--- src/rtl/rxd_pkg.sv ---
`timescale 1ns/1ps
package rxd_pkg;

  typedef enum logic [1:0] {
    MODE_NORM = 2'd0,
    MODE_HALF = 2'd1,
    MODE_FULL = 2'd2
  } rxd_mode_e;

  // Control-bit decode; the reserved pair (1,1) falls into on-edge capture.
  function automatic rxd_mode_e rxd_decode(input logic on_edge, input logic late);
    if (on_edge)   return MODE_NORM;
    else if (late) return MODE_FULL;
    else           return MODE_HALF;
  endfunction

endpackage

--- src/rtl/rxd_mode_reg.sv ---
`timescale 1ns/1ps
module rxd_mode_reg
  import rxd_pkg::*;
#(
  parameter rxd_mode_e RST_MODE = MODE_HALF
) (
  input  logic      clk,
  input  logic      rst_n,
  input  logic      busy,
  input  logic      sel_edge,
  input  logic      sel_late,
  output rxd_mode_e mode_q
);

  always_ff @(posedge clk or negedge rst_n) begin
    if (!rst_n)     mode_q <= RST_MODE;
    else if (!busy) mode_q <= rxd_decode(sel_edge, sel_late);
  end

  // timing frozen while a transfer runs
  a_r6_mode_frozen_busy: assert property (@(posedge clk) disable iff (!rst_n)
    busy |=> $stable(mode_q));

  // reserved control pair lands in on-edge capture
  a_r5_reserved_is_norm: assert property (@(posedge clk) disable iff (!rst_n)
    (!busy && sel_edge && sel_late) |=> (mode_q == MODE_NORM));

endmodule

--- src/rtl/rxd_half_path.sv ---
`timescale 1ns/1ps
module rxd_half_path (
  input  logic clk,
  input  logic rst_n,
  input  logic hit,
  input  logic miso,
  output logic arm_q,
  output logic neg_flag,
  output logic neg_data
);

  // Rising edge: remember that the nominal edge carried a strobe.
  always_ff @(posedge clk or negedge rst_n) begin
    if (!rst_n) arm_q <= 1'b0;
    else        arm_q <= hit;
  end

  // Falling edge half a period later: capture the line and the marker.
  always_ff @(negedge clk or negedge rst_n) begin
    if (!rst_n) begin
      neg_flag <= 1'b0;
      neg_data <= 1'b0;
    end else begin
      neg_flag <= arm_q;
      neg_data <= miso;
    end
  end

endmodule

--- src/rtl/rxd_full_path.sv ---
`timescale 1ns/1ps
module rxd_full_path (
  input  logic clk,
  input  logic rst_n,
  input  logic hit,
  output logic pend_q
);

  // One period of delay on the marker; the line is taken at the next edge.
  always_ff @(posedge clk or negedge rst_n) begin
    if (!rst_n) pend_q <= 1'b0;
    else        pend_q <= hit;
  end

endmodule

--- src/rtl/spi_rx_capture_delay.sv ---
`timescale 1ns/1ps
module spi_rx_capture_delay
  import rxd_pkg::*;
#(
  parameter rxd_mode_e RST_MODE   = MODE_HALF,
  parameter logic      RX_RST_BIT = 1'b0
) (
  input  logic clk,
  input  logic rst_n,
  input  logic miso,
  input  logic smp_stb,
  input  logic busy,
  input  logic sel_edge,
  input  logic sel_late,
  output logic rx_bit,
  output logic rx_vld
);

  rxd_mode_e mode_q;
  logic      hit_norm, hit_half, hit_full;
  logic      half_arm, half_flag, half_data;
  logic      full_pend;

  rxd_mode_reg #(.RST_MODE(RST_MODE)) u_mode (
    .clk      (clk),
    .rst_n    (rst_n),
    .busy     (busy),
    .sel_edge (sel_edge),
    .sel_late (sel_late),
    .mode_q   (mode_q)
  );

  // Route each strobe to exactly one timing path.
  assign hit_norm = smp_stb && (mode_q == MODE_NORM);
  assign hit_half = smp_stb && (mode_q == MODE_HALF);
  assign hit_full = smp_stb && (mode_q == MODE_FULL);

  rxd_half_path u_half (
    .clk      (clk),
    .rst_n    (rst_n),
    .hit      (hit_half),
    .miso     (miso),
    .arm_q    (half_arm),
    .neg_flag (half_flag),
    .neg_data (half_data)
  );

  rxd_full_path u_full (
    .clk    (clk),
    .rst_n  (rst_n),
    .hit    (hit_full),
    .pend_q (full_pend)
  );

  // Merge: all paths retire on a rising edge.
  always_ff @(posedge clk or negedge rst_n) begin
    if (!rst_n) begin
      rx_vld <= 1'b0;
      rx_bit <= RX_RST_BIT;
    end else begin
      rx_vld <= hit_norm | half_flag | full_pend;
      if (full_pend)      rx_bit <= miso;
      else if (half_flag) rx_bit <= half_data;
      else if (hit_norm)  rx_bit <= miso;
    end
  end

  // on-edge capture takes the line at the strobe edge
  a_r2_norm_capture: assert property (@(posedge clk) disable iff (!rst_n)
    hit_norm |=> (rx_vld && rx_bit == $past(miso)));

  // half-cycle marker always retires one edge later
  a_r3_half_retire: assert property (@(posedge clk) disable iff (!rst_n)
    half_arm |=> rx_vld);

  // full-cycle capture takes the line one period after the strobe
  a_r4_full_arm: assert property (@(posedge clk) disable iff (!rst_n)
    hit_full |=> full_pend);
  a_r4_full_capture: assert property (@(posedge clk) disable iff (!rst_n)
    full_pend |=> (rx_vld && rx_bit == $past(miso)));

  // no valid without a strobe one or two edges earlier
  a_r7_vld_has_source: assert property (@(posedge clk) disable iff (!rst_n)
    rx_vld |-> ($past(smp_stb) || $past(smp_stb, 2)));

  // bit only moves together with a valid pulse
  a_r8_bit_holds: assert property (@(posedge clk) disable iff (!rst_n)
    !rx_vld |-> $stable(rx_bit));

endmodule

--- config.mk ---
export PLATFORM = sky130hd
export DESIGN_NAME = spi_rx_capture_delay
export DESIGN_NICKNAME = d
export VERILOG_FILES = /design/src/rtl/rxd_pkg.sv /design/src/rtl/rxd_mode_reg.sv /design/src/rtl/rxd_half_path.sv /design/src/rtl/rxd_full_path.sv /design/src/rtl/spi_rx_capture_delay.sv
export SDC_FILE = /design/constraint.sdc
export NUM_CORES = 1
export LEC_CHECK = 0
export ABC_AREA = 0
export BUFFER_PORTS_ARGS = -buffer_cell sky130_fd_sc_hd__clkbuf_2
export CORE_AREA = 2 2 39 41
export DETAILED_ROUTE_END_ITERATION = 12
export DIE_AREA = 0 0 41 43
export GPL_TIMING_DRIVEN = 0
export PLACE_DENSITY = 0.49
export SLEW_MARGIN = 20
export SYNTH_ARGS = -nofsm -noshare
export SYNTH_HDL_FRONTEND = slang
export SYNTH_SLANG_ARGS = --single-unit
--- constraint.sdc ---
create_clock -name clk -period 1.78 [get_ports clk]
set_clock_uncertainty 0.05 [all_clocks]
set_input_delay 0.178 -clock clk [delete_from_list [all_inputs] [get_ports clk]]
set_output_delay 0.178 -clock clk [all_outputs]
set_load 0.02 [all_outputs]
==> run summary, run 1 <==
CRITICAL PATH
----------------------------------------------------------------------------------------------------
Endpoint class of the critical path ...................................................    flip-flop
Crit. Startpoint ...................................................................... u_half.neg_flag$_DFF_NN0_
WS Path Type .......................................................................... flip-flop to flip-flop
Cell with the most instances on the worst path ........................................ sky130_fd_sc_hd__mux2_4
CP Max Fanout .........................................................................            2
Crit path arrival time ................................................................      2.28 ns
Endpoint required time on the critical path ...........................................      1.86 ns
Cell chain of the critical path ....................................................... nor2b_4 -> mux2_4 -> mux2_4
Slowest stage cell on the critical path ............................................... sky130_fd_sc_hd__dfrtn_1
Stage delay of the slowest cell on the critical path ..................................      0.42 ns
Startpoint types ......................................................................    flip-flop
Reg-to-reg startpoint ................................................................. u_half.neg_flag$_DFF_NN0_
Internal reg-to-reg setup slack .......................................................     -0.42 ns

FLOORPLAN
----------------------------------------------------------------------------------------------------
Number of placement rows ..............................................................           14
Overall die width .....................................................................        41 µm
Die extent in y .......................................................................        43 µm
Core Box Area .........................................................................  0.00138 mm²
Die Outline Area ......................................................................  0.00176 mm²
Initial core utilization ..............................................................        21.6%
I/O pin total .........................................................................            9

CELLS AND AREA
----------------------------------------------------------------------------------------------------
Fillers ...............................................................................          146
Final net count .......................................................................           41
Number of antenna cells inserted ......................................................            0
Most frequent cells in the layout ..................................................... sky130_fd_sc_hd__clkbuf_2 (8), sky130_fd_sc_hd__dfrtp_1 (5), sky130_fd_sc_hd__clkbuf_4 (3)
Most common cell after layout, fill and taps aside .................................... sky130_fd_sc_hd__clkbuf_2
Area overhead of the layout relative to synthesis .....................................        36.0%
Ratio of cells with drive above 1 in the final layout .................................        54.5%

ROUTING
----------------------------------------------------------------------------------------------------
Final routed wire length divided by cell count ........................................      10.4 µm
Number of detailed-routing iterations run before antenna repair .......................            2
Routed vias/inst ......................................................................         4.18
Vias after detailed routing ...........................................................          205
Detail Route Antenna Nets .............................................................            0
DR DRC count ..........................................................................            0
Number of DRC markers in iteration 0 ..................................................            6
Detailed Route WL .....................................................................       508 µm

GLOBAL ROUTE
----------------------------------------------------------------------------------------------------
Aggregate global-route resource usage .................................................        8.43%
GR Overflow Total .....................................................................            0
Global-route wire length before repair ................................................       924 µm
Largest net degree at the start of global routing .....................................            9
Number of global-route vias before repair .............................................          237
Initial antenna violation count .......................................................            0

STA
----------------------------------------------------------------------------------------------------
Unrepaired setup endpoints after global routing .......................................          yes
Transition time of the tightest slew-check pin ........................................     0.239 ns
Final worst-path setup slack ..........................................................    -0.416 ns
Final Hold Fails ......................................................................            0
Slew headroom .........................................................................        84.0%
Hold slack ............................................................................    0.0334 ns
Count of final setup violators ........................................................            2
Pins over their slew limit ............................................................            0

RUN STATUS
----------------------------------------------------------------------------------------------------
Violations in the final reports ....................................................... negative setup slack
Outcome ............................................................................... finished with violations

YOSYS
----------------------------------------------------------------------------------------------------
Syn Inst Count ........................................................................           20
Synth cell types ......................................................................           13
Avg Inst Size Synth ...................................................................     15.0 µm²
Syn Nets ..............................................................................           27
Share of the synthesized area in the top cell type ....................................        41.8%
Synthesized area ......................................................................      299 µm²
Yosys warnings ........................................................................            0
Synthesis-stage register bit count ....................................................            8
Sequential-to-total area share from yosys stat ........................................        67.4%
Main area contributors after synthesis ................................................ sky130_fd_sc_hd__dfrtp_1 (42%), sky130_fd_sc_hd__dfrtn_1 (17%), sky130_fd_sc_hd__dfstp_2 (8.8%)
Largest area contributor in the synthesized netlist ................................... sky130_fd_sc_hd__dfrtp_1

WORST HOLD PATH
----------------------------------------------------------------------------------------------------
Worst Hold Class ...................................................................... input port to flip-flop
Startpoint of the lowest-slack hold path ..............................................     sel_edge

POWER AND IR DROP
----------------------------------------------------------------------------------------------------
Clock group share of total power ......................................................        34.8%
Leakage power summed over all cells ...................................................  0.000198 µW
Total power draw ......................................................................       414 µW
Power Density .........................................................................  1020 mW/mm²
Combinational Power Share .............................................................        14.6%
Max rail drop VDD .....................................................................   0.000286 V
Switching part of the total power .....................................................        23.2%
Cell internal power dissipation .......................................................       318 µW
Switching power summed over all nets ..................................................      96.0 µW
Register share of total power .........................................................        50.6%

CLOCKING
----------------------------------------------------------------------------------------------------
Clock insertion delay at the later pin of the skew report .............................      0.26 ns
Clock tree root buffer cell ........................................................... sky130_fd_sc_hd__clkbuf_4
TritonCTS clock tree ..................................................................         done
Clock-pin slew reported for the worst setup and hold paths after clock tree synthesis .      0.05 ns
Maximum clock path buffer count .......................................................            2
Level count of the clock H-tree .......................................................            1
Clock Sink Count ......................................................................            8
Number of CTS-inserted buffers ........................................................            3

PLACEMENT
----------------------------------------------------------------------------------------------------
Worst setup slack before clock tree synthesis .........................................    -0.439 ns
Routability congestion estimate .......................................................        0.636
Port Buffer Count .....................................................................            8

JOB
----------------------------------------------------------------------------------------------------
Max_cap viols .........................................................................            0

## per-stage QoR
stage          setup TNS [ns]  instances  utilization, %  instance area, µm²
3_5_place_dp           -0.452         44            25.9                 359
3_3_place_gp           -0.385         44            25.9                 359
5_1_grt                -0.501         49            29.4                 407
4_1_cts                -0.440         49            29.4                 407
2_1_floorplan          -0.365         20               -                 299
6_report               -0.460         49            29.4                 407
## final timing paths
check,endpoint,cells after the start
setup / recovery,rx_bit$_DFFE_PN0P_,3
hold / removal,u_mode.mode_q[0]$_DFFE_PN1N_,2
setup reg to reg,rx_bit$_DFFE_PN0P_,3
hold reg to reg,u_mode.mode_q[0]$_DFFE_PN1N_,2
max in group asynchronous,u_half.neg_data$_DFF_NN0_,2
min in group asynchronous,rx_vld$_DFF_PN0_,2
## registers in the layout, summed over array words and instances (netlist names)
name and flops:
u_half.neg_data 1, rx_bit 1, u_half.arm_q 1, u_full.pend_q 1, rx_vld 1, u_half.neg_flag 1, u_mode.mode_q 2
## layout make-up
class                      instances  area [µm²]  area share, %
clock buffer                       4        26.3           6.46
multi-input combinational         12         109           26.8
sequential                         8         201           49.5
tap                               16        20.0           4.92
timing repair buffer               9        50.0           12.3
## repair_timing
action                                  in CTS  in global routing
buffers inserted                             0                  0
hold buffers                                 1                  0
endpoints found under the setup margin       2                  2
hold endpoints to repair                     6                  0
gates resized for setup                      3                  0
## layer usage
layer  wire length (µm)  track usage, %  vias to the layer above
li1                   -               -                       98
met1                194            8.33                       98
met2                266            12.5                        9
met3                 47            3.14                        0
met4                  0            8.00                        0
met5                  0               0                        -
## critical path: cells and delay by family, from the launching register on
kind	cells	cell delay (ns)
mux	2	0.55
simple gates	1	0.16
flops	1	0.42
## cell families (layout without fill, tap and decap cells)
kind of cell | after synthesis | in the layout | synth area share, %
buf+inv | 0 | 13 | 0
mux | 2 | 2 | 8.78
compound gates | 2 | 2 | 4.18
simple gates | 8 | 8 | 19.7
flops | 8 | 8 | 67.4
## cell usage after synthesis
library cell / instances
sky130_fd_sc_hd__dfrtp_1: 5
sky130_fd_sc_hd__and3b_2: 2
sky130_fd_sc_hd__dfrtn_1: 2
sky130_fd_sc_hd__nand2_1: 2
sky130_fd_sc_hd__dfstp_2: 1
sky130_fd_sc_hd__mux2_2: 1
sky130_fd_sc_hd__mux2_4: 1
sky130_fd_sc_hd__nand2b_1: 1
sky130_fd_sc_hd__nor2b_1: 1
sky130_fd_sc_hd__nor3b_1: 1
sky130_fd_sc_hd__o21ai_0: 1
sky130_fd_sc_hd__o31ai_1: 1
sky130_fd_sc_hd__or3_4: 1
## power by group through the flow
stage / logic, µW / clock network (µW) / registers, µW
2_1_floorplan: 23.9 / 0 / 220
3_3_place_gp: 54.7 / 0 / 210
3_5_place_dp: 57.5 / 0 / 211
4_1_cts: 62.0 / 155 / 209
5_1_grt: 67.5 / 168 / 211
6_report: 60.6 / 144 / 209
No activity file was read; power rests on OpenSTA's default activity.
==> inputs of run 2 (changes only) <==
Settings changed: BUFFER_PORTS_ARGS -buffer_cell sky130_fd_sc_hd__clkbuf_2 to not set, DONT_BUFFER_PORTS set to 1, PLACE_DENSITY 0.49 to 0.44.
==> run 2 against run 1 <==
Compared with the run above:
- the flow still finishes with violations (negative setup slack)
- first-iteration DRC count fell by 17%
- sequential cell count stayed put
- critical path type unchanged
- die area unchanged
- routed wire length is 3.3% lower
- utilization down 1.4 points
- global-route usage shrank 0.72 points
- via count is 11% lower
- clock power about the same
==> run summary, run 2 (synthesized netlist as in run 1, its figures left out) <==
RUN STATUS
----------------------------------------------------------------------------------------------------
Outcome ............................................................................... finished with violations
Violations in the final reports ....................................................... negative setup slack

GLOBAL ROUTE
----------------------------------------------------------------------------------------------------
Aggregate global-route resource usage .................................................        7.71%   -0.72 points
Largest net degree at the start of global routing .....................................            7   -2
Initial antenna violation count .......................................................            0   unchanged
GR Overflow Total .....................................................................            0   unchanged
Number of global-route vias before repair .............................................          196   -17%
Global-route wire length before repair ................................................       821 µm   -11%

CRITICAL PATH
----------------------------------------------------------------------------------------------------
Crit path arrival time ................................................................      2.26 ns   -0.02 ns
Reg-to-reg startpoint ................................................................. u_half.neg_flag$_DFF_NN0_
WS Path Type .......................................................................... flip-flop to flip-flop
Crit path to .......................................................................... rx_bit$_DFFE_PN0P_
Endpoint class of the critical path ...................................................    flip-flop
CP Max Fanout .........................................................................            2   unchanged
Startpoint types ......................................................................    flip-flop
Crit. Startpoint ...................................................................... u_half.neg_flag$_DFF_NN0_
Number of cells traversed by the worst register-to-register path ......................            3   unchanged
Endpoint required time on the critical path ...........................................      1.87 ns   about the same
Internal reg-to-reg setup slack .......................................................     -0.40 ns   +0.02 ns
Reg-to-reg endpoint ................................................................... rx_bit$_DFFE_PN0P_

WORST HOLD PATH
----------------------------------------------------------------------------------------------------
Worst Hold Class ...................................................................... input port to flip-flop

STA
----------------------------------------------------------------------------------------------------
Hold slack ............................................................................   0.00727 ns   -0.0261 ns
Final Hold Fails ......................................................................            0   unchanged
Final worst-path setup slack ..........................................................    -0.398 ns   +0.0173 ns
Slew headroom .........................................................................        81.1%   -2.9 points
Unrepaired setup endpoints after global routing .......................................          yes
Count of final setup violators ........................................................            2   unchanged
Final total negative setup slack ......................................................    -0.403 ns   +0.0573 ns
Pins over their slew limit ............................................................            0   unchanged
Transition time of the tightest slew-check pin ........................................     0.282 ns   +0.0426 ns

ROUTING
----------------------------------------------------------------------------------------------------
Detail Route Antenna Nets .............................................................            0   unchanged
Vias after detailed routing ...........................................................          182   -11%
DR DRC count ..........................................................................            0   unchanged
Number of detailed-routing iterations run before antenna repair .......................            2   unchanged
Detailed Route WL .....................................................................       491 µm   -3.3%
Final routed wire length divided by cell count ........................................      11.4 µm   +10%
Number of DRC markers in iteration 0 ..................................................            5   -1
Routed vias/inst ......................................................................         4.23   +1.2%

POWER AND IR DROP
----------------------------------------------------------------------------------------------------
Max rail drop VDD .....................................................................   0.000514 V   +80%
Leakage power summed over all cells ...................................................  0.000175 µW   -12%
Total power draw ......................................................................       407 µW   -1.7%
Power Density .........................................................................  1050 mW/mm²   +3.3%

CELLS AND AREA
----------------------------------------------------------------------------------------------------
Area overhead of the layout relative to synthesis .....................................        29.3%
Most common cell after layout, fill and taps aside .................................... sky130_fd_sc_hd__dfrtp_1
Non-Filler Cell Area, Final ...........................................................      387 µm²   -4.9%
Ratio of cells with drive above 1 in the final layout .................................        37.0%   -18 points
Most frequent cells in the layout ..................................................... sky130_fd_sc_hd__dfrtp_1 (5), sky130_fd_sc_hd__clkbuf_4 (3), sky130_fd_sc_hd__dlygate4sd3_1 (3)
Register bank with the most flops ..................................................... u_mode.mode_q
Final net count .......................................................................           35   -15%
Number of antenna cells inserted ......................................................            0   unchanged
Max reg flops .........................................................................            2   unchanged
End-of-flow core utilization ..........................................................        27.9%   -1.4 points

FLOORPLAN
----------------------------------------------------------------------------------------------------
Die Outline Area ......................................................................  0.00176 mm²   unchanged
Number of placement rows ..............................................................           14   unchanged
I/O pin total .........................................................................            9   unchanged
Core Box Area .........................................................................  0.00138 mm²   unchanged
Die extent in y .......................................................................        43 µm   unchanged
Initial core utilization ..............................................................        21.6%   unchanged
Overall die width .....................................................................        41 µm   unchanged

CLOCKING
----------------------------------------------------------------------------------------------------
Maximum clock path buffer count .......................................................            2   unchanged
Level count of the clock H-tree .......................................................            1   unchanged
Number of CTS-inserted buffers ........................................................            3   unchanged
Clock-pin slew reported for the worst setup and hold paths after clock tree synthesis .      0.06 ns   about the same
Clock Sink Count ......................................................................            8   unchanged
Post-CTS Setup Bufs ...................................................................            0   unchanged
Clock tree root buffer cell ........................................................... sky130_fd_sc_hd__clkbuf_4
TritonCTS clock tree ..................................................................         done
Clock insertion delay at the later pin of the skew report .............................      0.26 ns   about the same

PLACEMENT
----------------------------------------------------------------------------------------------------
Routability congestion estimate .......................................................        0.534   -16%
Port Buffer Count .....................................................................            0   -8
Total placed instance area ............................................................      319 µm²   -11%

JOB
----------------------------------------------------------------------------------------------------
Max_cap viols .........................................................................            0   unchanged

-- run 2: changes by cell type in the layout (fill, tap and decap cells not counted), sizes merged --
| cell | before | now |
|---|---|---|
| clkbuf | 12 | 4 |
| dlygate4sd3 | 1 | 3 |
-- run 2: how the worst min path moves through the flow --
| stage | from | cells past startpoint | to | slack (ns) |
|---|---|---|---|---|
| 2_1_floorplan | rst_n | 0 | rx_bit$_DFFE_PN0P_ | -0.17 |
| 3_3_place_gp | rst_n | 0 | rx_vld$_DFF_PN0_ | -0.17 |
| 3_5_place_dp | rst_n | 0 | rx_vld$_DFF_PN0_ | -0.17 |
| 4_1_cts | busy | 2 | u_mode.mode_q[1]$_DFFE_PN0N_ | 0.002 |
| 5_1_grt | busy | 2 | u_mode.mode_q[1]$_DFFE_PN0N_ | 0.003 |
| 6_report | busy | 2 | u_mode.mode_q[1]$_DFFE_PN0N_ | 0.007 |
-- run 2: layout make-up --
class                           instances  area, µm²
Fill cell                             146        997
Sequential cell                         8        201
Multi-Input combinational cell         12        109
Timing Repair Buffer                    3       30.0
Clock buffer                            4       26.3
Tap cell                               16       20.0
-- run 2: critical path, stage by stage, from the launching register on --
cell and delay, ns:
sky130_fd_sc_hd__dfrtn_1 0.41, sky130_fd_sc_hd__nor2b_4 0.15, sky130_fd_sc_hd__mux2_4 0.30, sky130_fd_sc_hd__mux2_4 0.26
-- run 2: stage by stage --
| stage | worst slack (ns) | cells |
|---|---|---|
| 3_5_place_dp | -0.409 | 36 |
| 6_report | -0.398 | 43 |
| 5_1_grt | -0.417 | 43 |
| 4_1_cts | -0.387 | 43 |
| 3_3_place_gp | -0.387 | 36 |
| 2_1_floorplan | -0.365 | 20 |
-- run 2: timing repair --
item | 4_1_cts | 5_1_grt
setup endpoints to repair | 2 | 2
endpoints found under the hold margin | 8 | 0
resized for setup | 3 | 0
pin swaps | 0 | 1
hold buffers | 3 | 0
-- run 2: metal layers --
metal	GRT usage, %	up-vias	share of wire (%)
li1	-	83	-
met2	8.75	12	46
met1	8.64	87	39
met3	8.38	0	15
met5	0	-	0
met4	4.00	0	0
-- run 2: power breakdown --
group | leakage (µW) | switching (µW) | total (µW) | internal (µW)
sequential | 0.0000997 | 21.7 | 222 | 200
combinational | 0.0000599 | 11.8 | 37.9 | 26.1
clock | 0.0000150 | 61.5 | 147 | 85.7
total | 0.000175 | 95.0 | 407 | 312
==> inputs of run 3 (changes only) <==
Settings changed: PLACE_DENSITY 0.44 to not set.
==> run 3 against run 2 <==
Compared with the run above:
- the flow still finishes with violations (negative setup slack)
- largest cell class unchanged
- sequential cell count unchanged
- clock power about the same
- critical path type unchanged
- first-iteration DRC count down 40%
- critical path depth is the same
- non-clock buffer count stayed put
- global-route usage grew 1.0 points
==> run summary, run 3 (synthesized netlist as in run 1, its figures left out) <==
JOB
----------------------------------------------------------------------------------------------------
Max_cap viols .........................................................................            0   unchanged

GLOBAL ROUTE
----------------------------------------------------------------------------------------------------
Initial antenna violation count .......................................................            0   unchanged
GR Overflow Total .....................................................................            0   unchanged
Largest net degree at the start of global routing .....................................            7   unchanged
Number of global-route vias before repair .............................................          216   +10%
Global-route wire length before repair ................................................       903 µm   +10%
Aggregate global-route resource usage .................................................        8.76%   +1.0 points

ROUTING
----------------------------------------------------------------------------------------------------
Number of detailed-routing iterations run before antenna repair .......................            2   unchanged
Final routed wire length divided by cell count ........................................      12.4 µm   +8.4%
Routed vias/inst ......................................................................         4.28   +1.1%
Number of DRC markers in iteration 0 ..................................................            3   -2
Detailed Route WL .....................................................................       532 µm   +8.4%
DR DRC count ..........................................................................            0   unchanged
Vias after detailed routing ...........................................................          184   +1.1%
Detail Route Antenna Nets .............................................................            0   unchanged

POWER AND IR DROP
----------------------------------------------------------------------------------------------------
Register share of total power .........................................................        54.7%   +0.2 points
Switching power summed over all nets ..................................................      93.7 µW   -1.3%
Max rail drop VDD .....................................................................   0.000402 V   -22%
Clock group share of total power ......................................................        36.1%   about the same
Cell internal power dissipation .......................................................       312 µW   about the same
Leakage power summed over all cells ...................................................  0.000175 µW   unchanged
Power Density .........................................................................  1050 mW/mm²   -0.30%
Combinational Power Share .............................................................         9.2%   about the same
Switching part of the total power .....................................................        23.1%   -0.24 points

CRITICAL PATH
----------------------------------------------------------------------------------------------------
Cell chain of the critical path ....................................................... nor2b_4 -> mux2_4 -> mux2_4
Cell with the most instances on the worst path ........................................ sky130_fd_sc_hd__mux2_4
CP Max Fanout .........................................................................            2   unchanged
Slowest stage cell on the critical path ............................................... sky130_fd_sc_hd__dfrtn_1
Startpoint types ......................................................................    flip-flop
Endpoint required time on the critical path ...........................................      1.86 ns   about the same
Stage delay of the slowest cell on the critical path ..................................      0.41 ns   about the same
Crit path arrival time ................................................................      2.26 ns   about the same
WS Path Type .......................................................................... flip-flop to flip-flop
Endpoint class of the critical path ...................................................    flip-flop

FLOORPLAN
----------------------------------------------------------------------------------------------------
Core Box Area .........................................................................  0.00138 mm²   unchanged
Overall die width .....................................................................        41 µm   unchanged
Initial core utilization ..............................................................        21.6%   unchanged
Die extent in y .......................................................................        43 µm   unchanged
Die Outline Area ......................................................................  0.00176 mm²   unchanged
Number of placement rows ..............................................................           14   unchanged
I/O pin total .........................................................................            9   unchanged

WORST HOLD PATH
----------------------------------------------------------------------------------------------------
Worst Hold Class ...................................................................... input port to flip-flop

STA
----------------------------------------------------------------------------------------------------
Final total negative setup slack ......................................................    -0.424 ns   -0.0212 ns
Slew headroom .........................................................................        82.1%   +1.0 points
Unrepaired setup endpoints after global routing .......................................          yes
Count of final setup violators ........................................................            2   unchanged
Final Hold Fails ......................................................................            0   unchanged
Pins over their slew limit ............................................................            0   unchanged
Hold slack ............................................................................    0.0303 ns   +0.0231 ns
Final worst-path setup slack ..........................................................    -0.391 ns   +0.00765 ns
Transition time of the tightest slew-check pin ........................................     0.267 ns   -0.0150 ns

PLACEMENT
----------------------------------------------------------------------------------------------------
Worst setup slack before clock tree synthesis .........................................    -0.409 ns   -0.000606 ns
Count of placed standard cells including taps .........................................           36   unchanged
Port Buffer Count .....................................................................            0   unchanged
Routability congestion estimate .......................................................        0.568   +6.5%

CLOCKING
----------------------------------------------------------------------------------------------------
Clock-pin slew reported for the worst setup and hold paths after clock tree synthesis .      0.05 ns   about the same
Clock tree root buffer cell ........................................................... sky130_fd_sc_hd__clkbuf_4
Maximum clock path buffer count .......................................................            2   unchanged
TritonCTS clock tree ..................................................................         done
Clock insertion delay at the later pin of the skew report .............................      0.26 ns   about the same
Level count of the clock H-tree .......................................................            1   unchanged
Post-CTS Setup Bufs ...................................................................            0   unchanged
Number of CTS-inserted buffers ........................................................            3   unchanged
Clock Sink Count ......................................................................            8   unchanged

CELLS AND AREA
----------------------------------------------------------------------------------------------------
Most common cell after layout, fill and taps aside .................................... sky130_fd_sc_hd__dfrtp_1
Finished Layout Cells .................................................................           43   unchanged
Ratio of cells with drive above 1 in the final layout .................................        37.0%   unchanged
Number of antenna cells inserted ......................................................            0   unchanged
Fillers ...............................................................................          142   -2.7%
Register bank with the most flops ..................................................... u_mode.mode_q
Final net count .......................................................................           35   unchanged
End-of-flow core utilization ..........................................................        27.9%   unchanged
Area overhead of the layout relative to synthesis .....................................        29.3%   unchanged
Most frequent cells in the layout ..................................................... sky130_fd_sc_hd__dfrtp_1 (5), sky130_fd_sc_hd__clkbuf_4 (3), sky130_fd_sc_hd__dlygate4sd3_1 (3)
Max reg flops .........................................................................            2   unchanged

RUN STATUS
----------------------------------------------------------------------------------------------------
Outcome ............................................................................... finished with violations
Violations in the final reports ....................................................... negative setup slack

## run 3: cell counts in the layout (fill, tap and decap cells not counted)
No cell type changed its count.
## run 3: timing repair
item / CTS / global route
cloned: 0 / 0
hold endpoints to repair: 8 / 0
setup endpoints to repair: 2 / 2
pin swaps: 0 / 0
hold buffers: 3 / 0
gates resized for setup: 3 / 0
## run 3: area by class of cell
type	count	area [µm²]	area share, %
tap	16	20.0	5.18
timing repair buffer	3	30.0	7.77
multi-input combinational	12	109	28.2
sequential	8	201	52.1
clock buffer	4	26.3	6.80
## run 3: path summary, 6_finish.rpt
| kind | slack [ns] | cells past startpoint | from | endpoint |
|---|---|---|---|---|
| hold / removal | 0.03 | 2 | sel_late | u_mode.mode_q[1]$_DFFE_PN0N_ |
| max in group asynchronous | 1.23 | 1 | rst_n | u_mode.mode_q[0]$_DFFE_PN1N_ |
| setup / recovery | -0.39 | 3 | u_half.neg_flag$_DFF_NN0_ | rx_bit$_DFFE_PN0P_ |
| setup reg to reg | -0.39 | 3 | u_half.neg_flag$_DFF_NN0_ | rx_bit$_DFFE_PN0P_ |
| hold reg to reg | 0.48 | 2 | u_mode.mode_q[1]$_DFFE_PN0N_ | u_mode.mode_q[1]$_DFFE_PN0N_ |
| min in group asynchronous | 0.18 | 1 | rst_n | u_full.pend_q$_DFF_PN0_ |
## run 3: routing by layer
metal  global-route usage (%)  share of wire, %  routed length [µm]  up-vias
met1                     8.08                36                 194       89
met3                     10.5                17                  92        0
met2                     11.3                46                 245       12
met4                     4.00                 0                   0        0
met5                        0                 0                   0        -
li1                         -                 -                   -       83
## run 3: through the flow
| step | power (µW) | cell area [µm²] |
|---|---|---|
| 4_1_cts | 413 | 387 |
| 3_3_place_gp | 247 | 319 |
| 6_report | 406 | 387 |
| 3_5_place_dp | 250 | 319 |
| 2_1_floorplan | 244 | 299 |
| 5_1_grt | 433 | 387 |
## run 3: power by group through the flow
stage	sequential [µW]	combinational, µW	clock, µW
2_1_floorplan	220	23.9	0
3_3_place_gp	222	24.8	0
3_5_place_dp	224	25.9	0
4_1_cts	221	37.5	154
5_1_grt	224	40.5	168
6_report	222	37.2	147
## run 3: worst max-delay path: cells and delay by family, from the launching register on
family / cells / cell delay, ns
and+or+nand+nor: 1 / 0.15
DFF: 1 / 0.41
muxes: 2 / 0.55
